`src/rtl/scl_sync_pkg.sv`:
```
package scl_sync_pkg;

  typedef enum logic [1:0] {
    PH_IDLE = 2'd0,
    PH_LOW  = 2'd1,
    PH_WAIT = 2'd2,
    PH_HIGH = 2'd3
  } phase_t;

  function automatic logic [31:0] at_least_one(input logic [31:0] v);
    return (v == 32'd0) ? 32'd1 : v;
  endfunction

endpackage

```
`src/rtl/scl_bus_sync.sv`:
```
module scl_bus_sync #(
  parameter int STAGES = 2
) (
  input  logic clk,
  input  logic rst_n,
  input  logic raw_in,
  output logic level_out
);

  logic [STAGES-1:0] chain_q;

  generate
    genvar g;
    for (g = 0; g < STAGES; g++) begin : g_stage
      if (g == 0) begin : g_first
        always_ff @(posedge clk or negedge rst_n) begin
          if (!rst_n) chain_q[0] <= 1'b1;
          else        chain_q[0] <= raw_in;
        end
      end else begin : g_next
        always_ff @(posedge clk or negedge rst_n) begin
          if (!rst_n) chain_q[g] <= 1'b1;
          else        chain_q[g] <= chain_q[g-1];
        end
      end
    end
  endgenerate

  assign level_out = chain_q[STAGES-1];

endmodule

```
`src/rtl/scl_phase_ctrl.sv`:
```
module scl_phase_ctrl
  import scl_sync_pkg::*;
#(
  parameter int CW = 8
) (
  input  logic          clk,
  input  logic          rst_n,
  input  logic          enable,
  input  logic [CW-1:0] low_len,
  input  logic [CW-1:0] high_len,
  input  logic          line_hi,
  output logic          drive_now,
  output logic          drive_nxt
);

  phase_t        phase_q, phase_n;
  logic [CW-1:0] cnt_q, cnt_n;
  logic          seen_lo_q, seen_lo_n;

  always_comb begin
    phase_n   = phase_q;
    cnt_n     = cnt_q;
    seen_lo_n = seen_lo_q;
    if (!enable) begin
      phase_n   = PH_IDLE;
      cnt_n     = '0;
      seen_lo_n = 1'b0;
    end else begin
      unique case (phase_q)
        PH_IDLE: begin
          phase_n   = PH_LOW;
          cnt_n     = CW'(1);
          seen_lo_n = 1'b0;
        end
        PH_LOW: begin
          if (!line_hi) seen_lo_n = 1'b1;
          if (cnt_q >= low_len) begin
            phase_n = PH_WAIT;
            cnt_n   = '0;
          end else begin
            cnt_n = cnt_q + CW'(1);
          end
        end
        PH_WAIT: begin
          if (!line_hi) begin
            seen_lo_n = 1'b1;
          end else if (seen_lo_q) begin
            phase_n = PH_HIGH;
            cnt_n   = CW'(1);
          end
        end
        PH_HIGH: begin
          if (!line_hi || (cnt_q >= high_len)) begin
            phase_n   = PH_LOW;
            cnt_n     = CW'(1);
            seen_lo_n = 1'b0;
          end else begin
            cnt_n = cnt_q + CW'(1);
          end
        end
        default: begin
          phase_n   = PH_IDLE;
          cnt_n     = '0;
          seen_lo_n = 1'b0;
        end
      endcase
    end
  end

  always_ff @(posedge clk or negedge rst_n) begin
    if (!rst_n) begin
      phase_q   <= PH_IDLE;
      cnt_q     <= '0;
      seen_lo_q <= 1'b0;
    end else begin
      phase_q   <= phase_n;
      cnt_q     <= cnt_n;
      seen_lo_q <= seen_lo_n;
    end
  end

  assign drive_now = (phase_q == PH_LOW);
  assign drive_nxt = (phase_n == PH_LOW);

endmodule

```
`src/rtl/scl_edge_mark.sv`:
```
module scl_edge_mark (
  input  logic clk,
  input  logic rst_n,
  input  logic drive_now,
  input  logic drive_nxt,
  output logic fall_mark,
  output logic rise_mark
);

  always_ff @(posedge clk or negedge rst_n) begin
    if (!rst_n) begin
      fall_mark <= 1'b0;
      rise_mark <= 1'b0;
    end else begin
      fall_mark <= drive_nxt & ~drive_now;
      rise_mark <= drive_now & ~drive_nxt;
    end
  end

endmodule

```
`src/rtl/scl_sync_gen.sv`:
```
module scl_sync_gen
  import scl_sync_pkg::*;
#(
  parameter int CW          = 8,
  parameter int SYNC_STAGES = 2
) (
  input  logic          clk,
  input  logic          rst_n,
  input  logic          enable,
  input  logic [CW-1:0] low_cnt,
  input  logic [CW-1:0] high_cnt,
  input  logic          scl_in,
  output logic          scl_oe,
  output logic          fall_pulse,
  output logic          rise_pulse
);

  logic [CW-1:0] low_eff, high_eff;
  logic          line_hi, drive_now, drive_nxt;

  assign low_eff  = CW'(at_least_one(32'(low_cnt)));
  assign high_eff = CW'(at_least_one(32'(high_cnt)));

  scl_bus_sync #(.STAGES(SYNC_STAGES)) u_sync (
    .clk       (clk),
    .rst_n     (rst_n),
    .raw_in    (scl_in),
    .level_out (line_hi)
  );

  scl_phase_ctrl #(.CW(CW)) u_ctrl (
    .clk       (clk),
    .rst_n     (rst_n),
    .enable    (enable),
    .low_len   (low_eff),
    .high_len  (high_eff),
    .line_hi   (line_hi),
    .drive_now (drive_now),
    .drive_nxt (drive_nxt)
  );

  scl_edge_mark u_edge (
    .clk       (clk),
    .rst_n     (rst_n),
    .drive_now (drive_now),
    .drive_nxt (drive_nxt),
    .fall_mark (fall_pulse),
    .rise_mark (rise_pulse)
  );

  assign scl_oe = drive_now;

endmodule

```
`config.mk`:
```
export PLATFORM = sky130hd
export DESIGN_NAME = scl_sync_gen
export DESIGN_NICKNAME = d
export VERILOG_FILES = /design/src/rtl/scl_sync_pkg.sv /design/src/rtl/scl_bus_sync.sv /design/src/rtl/scl_phase_ctrl.sv /design/src/rtl/scl_edge_mark.sv /design/src/rtl/scl_sync_gen.sv
export SDC_FILE = /design/constraint.sdc
export NUM_CORES = 1
export LEC_CHECK = 0
export BUFFER_PORTS_ARGS = -buffer_cell sky130_fd_sc_hd__buf_4
export CORE_MARGIN = 10
export CORE_UTILIZATION = 55
export DETAILED_ROUTE_END_ITERATION = 10
export PLACE_DENSITY = 0.79
export SLEW_MARGIN = 20
export SYNTH_ARGS = -nofsm -noshare
export SYNTH_HDL_FRONTEND = slang
export SYNTH_SLANG_ARGS = --single-unit
```
`constraint.sdc`:
```
create_clock -name clk -period 2.2 [get_ports clk]
set_input_delay 0.11 -clock clk [delete_from_list [all_inputs] [get_ports clk]]
set_output_delay 0.11 -clock clk [all_outputs]
set_load 0.005 [all_outputs]
```
==> results.rst <==
.. list-table::
   :header-rows: 1

   * - Metric
     - Value
   * - CTS HTree Levels
     - 1
   * - Net count of the mapped netlist
     - around 180
   * - Result of the run
     - finished, final reports clean
   * - Layout Skew
     - 11.63 ps
   * - Headroom to the max-slew limit
     - 0.6884
   * - Placed cell count
     - between 150 and 200
   * - Setup fix buffers added after clock tree synthesis
     - 0
   * - Number of remaining DRC errors
     - 0
   * - Violation count after the first detailed-routing iteration
     - ~70
   * - Unrepaired setup endpoints after global routing
     - no
   * - Per-cell via count in the routed design
     - between 6 and 7
   * - Area fraction of the dominant cell type after synthesis
     - 0.2464
   * - Fill cell instance count of the final layout
     - just under 200
   * - Post-detailed-route wirelength per cell
     - 16.05 µm
   * - Slew at the pin closest to its max-slew limit
     - roughly 470 ps
   * - Ys flop type
     - sky130_fd_sc_hd__dfrtp_1
   * - EDFF count, synth
     - 0
   * - Clock tree from TritonCTS
     - done
   * - Number of buffers added by the clock tree synthesis step
     - 3
   * - CTS resizes
     - 0
   * - Number of buffer and inverter instances along the worst setup path
     - 0
   * - Worst stage delay on the critical path
     - around 460 ps
   * - Family of cells with the greatest summed delay on the critical path
     - compound AO/OA/AOI/OAI gates
   * - Total global routing track utilization
     - 0.1508
   * - Area of the die
     - about 4800 µm²
   * - Post-synthesis sequential element count
     - 15
   * - Final HPWL from detailed placement
     - 2679 µm
   * - Final setup vio count
     - 0
   * - Distinct cell type count of the synthesized netlist
     - 41
   * - Number of clock sinks
     - 15
   * - Global-route wire length before repair
     - about 5600 µm
   * - Post-Route Utilization
     - 0.7103
   * - Cell with the largest stage delay on the worst path
     - sky130_fd_sc_hd__dfrtp_1
   * - Number of max-slew violations in the final report
     - 0
   * - Power density relative to cell area
     - between 300 and 400 nW/µm²
   * - Reported leakage power
     - 0.8527 nW
   * - Register cell area after layout
     - 377.9 µm²
   * - CP Data Required Time
     - approximately 2400 ps
   * - Grt ovf
     - 0
   * - Latest clock arrival within the worst-skew pair
     - roughly 290 ps
   * - Cell type contributing the most total cell area after synthesis
     - sky130_fd_sc_hd__dfrtp_1
   * - Main area contributors after synthesis
     - sky130_fd_sc_hd__dfrtp_1 25%, sky130_fd_sc_hd__ha_1 20%, sky130_fd_sc_hd__inv_1 5.7%
   * - Iteration count of the initial detailed-routing pass
     - 4
   * - Final wirelength
     - about 3200 µm
   * - VDD IR max
     - between 0.0003 and 0.0004 V
   * - Register clock-pin slew on the reported worst setup and hold paths
     - roughly 100 ps
   * - Layout net count
     - 215
   * - Die outline height
     - between 60 and 70 µm
   * - Element type at the critical path start
     - flop
   * - Post-synth ARST share
     - 1.000
   * - Mean instance size in the synthesized netlist
     - ~9.3 µm²
   * - Arrival time at the worst endpoint
     - 2170 ps
   * - Number of antenna violations at the first check in global routing
     - 0
   * - Final instance count without filler cells
     - between 200 and 250
   * - Worst hold path type
     - input port to flop
   * - Worst hold margin
     - 120.0 ps
   * - Final antenna diode count
     - 0
   * - Die X-Extent
     - slightly below 70 µm
   * - Worst path cell trace
     - ha_1 -> o21a_1 -> nor2_1 -> o31a_2 -> a211oi_4 -> a211oi_2
   * - Total power consumption of the routed design
     - ~630 µW
   * - Layout cells sized above 1
     - 0.2543
   * - Sequential-to-total area share from yosys stat
     - 0.2863
   * - Kind of critical path
     - flop to flop
   * - Post-synthesis cell area
     - around 1300 µm²
   * - Worst-case clock buffer depth
     - 2
   * - Ports
     - 23
   * - Smallest setup slack after layout
     - between 150 and 200 ps
   * - Synthesis-to-layout area growth
     - 21.33%
   * - Port buffer count
     - 22
   * - Kind of end point of the critical path
     - flop
   * - Row count
     - 17
   * - Starting density of the core
     - 0.5855
   * - Post-place setup slack
     - -118.1 ps
   * - Max_cap viols
     - 0
   * - Area of the core
     - between 2000 and 2500 µm²
   * - Routed via count
     - around 1,200
   * - Minimum clock period after layout
     - just over 2000 ps
   * - Maximum achievable frequency
     - ~500 MHz
   * - Post-Syn Instances
     - between 100 and 150
   * - Multi-input combinational cell area
     - between 800 and 900 µm²
   * - Last weighted congestion value of the routability-driven placer
     - 0.8922
   * - Synth warn
     - 0
   * - Max Fanout on Critical Path
     - 7
   * - Most common cell in the synthesized netlist
     - sky130_fd_sc_hd__ha_1
   * - Leading cell types by count after synthesis
     - 21 x sky130_fd_sc_hd__ha_1, 20 x sky130_fd_sc_hd__inv_1, 13 x sky130_fd_sc_hd__dfrtp_1
   * - Post-route fraction of the period consumed by the critical path
     - 0.9180
   * - Clock tree root driver cell
     - sky130_fd_sc_hd__clkbuf_4
   * - Pin count of the biggest net entering global routing
     - 23
   * - Number of global-route vias before repair
     - 1,254
   * - Total count of hold-check failures in the final report
     - 0
   * - Number of antenna-violating nets in the routed design
     - 0
area by class of cell:
cell class,count,area share
clock inverters,1,0.003125
flip-flops and latches,15,0.2359
multi-input cells,104,0.5344
clock buffers,3,0.01406
inverters,20,0.04687
well taps,28,0.02187
repair buffers,30,0.1437
state kept, by name, indices dropped and copies added (netlist names):
name and flops:
u_ctrl.cnt_q 8, u_ctrl.phase_q 2, u_ctrl.seen_lo_q 1, u_edge.fall_mark 1
u_edge.rise_mark 1, u_sync.chain_q 1, u_sync.level_out 1
final timing paths:
path	cells past startpoint	startpoint	endpoint	slack, ps
min in group asynchronous	2	rst_n	u_ctrl.phase_q[1]	190
worst min register to register	0	u_sync.chain_q[0]	u_sync.level_out	360
worst max register to register	6	u_ctrl.cnt_q[3]	u_ctrl.cnt_q[7]	180
max in group asynchronous	2	rst_n	u_sync.level_out	1760
worst min-delay path	2	enable	u_edge.rise_mark	120
worst max-delay path	6	u_ctrl.cnt_q[3]	u_ctrl.cnt_q[7]	180
per-layer routing:
layer / routed length (µm) / track usage
met5: 0 / 0
met4: 23 / 0.03448
met3: 166 / 0.03060
met2: 1616 / 0.2603
met1: 1420 / 0.1873
repair_timing:
item,CTS,global route
endpoints found under the setup margin,0,0
hold buffers,2,0
endpoints found under the hold margin,16,0
per-stage QoR:
step                      setup TNS (ps)  instance area, µm²
after floorplan                        0                1320
after global placement            -86.80                1554
after detailed placement          -286.4                1554
after CTS                              0                1602
after global routing                   0                1602
final                                  0                1602
report_power, final:
| group | internal, mW | switching, mW |
|---|---|---|
| clock | 0.0676 | 0.0985 |
| combinational | 0.0879 | 0.0829 |
| sequential | 0.289 | 0.00922 |
| total | 0.444 | 0.191 |
cells in the final DEF (no fill, tap or decap), types with 2 or more instances in the layout:
master and n:
sky130_fd_sc_hd__buf_4 28, sky130_fd_sc_hd__ha_1 21, sky130_fd_sc_hd__inv_1 20, sky130_fd_sc_hd__dfrtp_1 13, sky130_fd_sc_hd__o21ai_0 12, sky130_fd_sc_hd__nand2_1 8
sky130_fd_sc_hd__nand3_1 7, sky130_fd_sc_hd__a21oi_1 6, sky130_fd_sc_hd__and3_1 4, sky130_fd_sc_hd__a211oi_2 4, sky130_fd_sc_hd__o21a_1 3, sky130_fd_sc_hd__nor2_1 3
sky130_fd_sc_hd__a21o_1 3, sky130_fd_sc_hd__clkbuf_4 3, sky130_fd_sc_hd__nor4_1 2, sky130_fd_sc_hd__a41o_1 2, sky130_fd_sc_hd__o211ai_1 2, sky130_fd_sc_hd__a211oi_1 2
sky130_fd_sc_hd__and2_1 2, sky130_fd_sc_hd__a31oi_1 2, sky130_fd_sc_hd__dlygate4sd3_1 2, sky130_fd_sc_hd__dfstp_2 2
logic make-up after synthesis:
group	count (synthesis)	share of synthesized area
AOI/OAI and AO/OA	49	0.3024
adders and majority gates	21	0.1991
buffers and inverters	23	0.06540
DFF	15	0.2863
muxes	1	0.007583
and+or+nand+nor	33	0.1393
No activity file was read; power rests on OpenSTA's default activity.
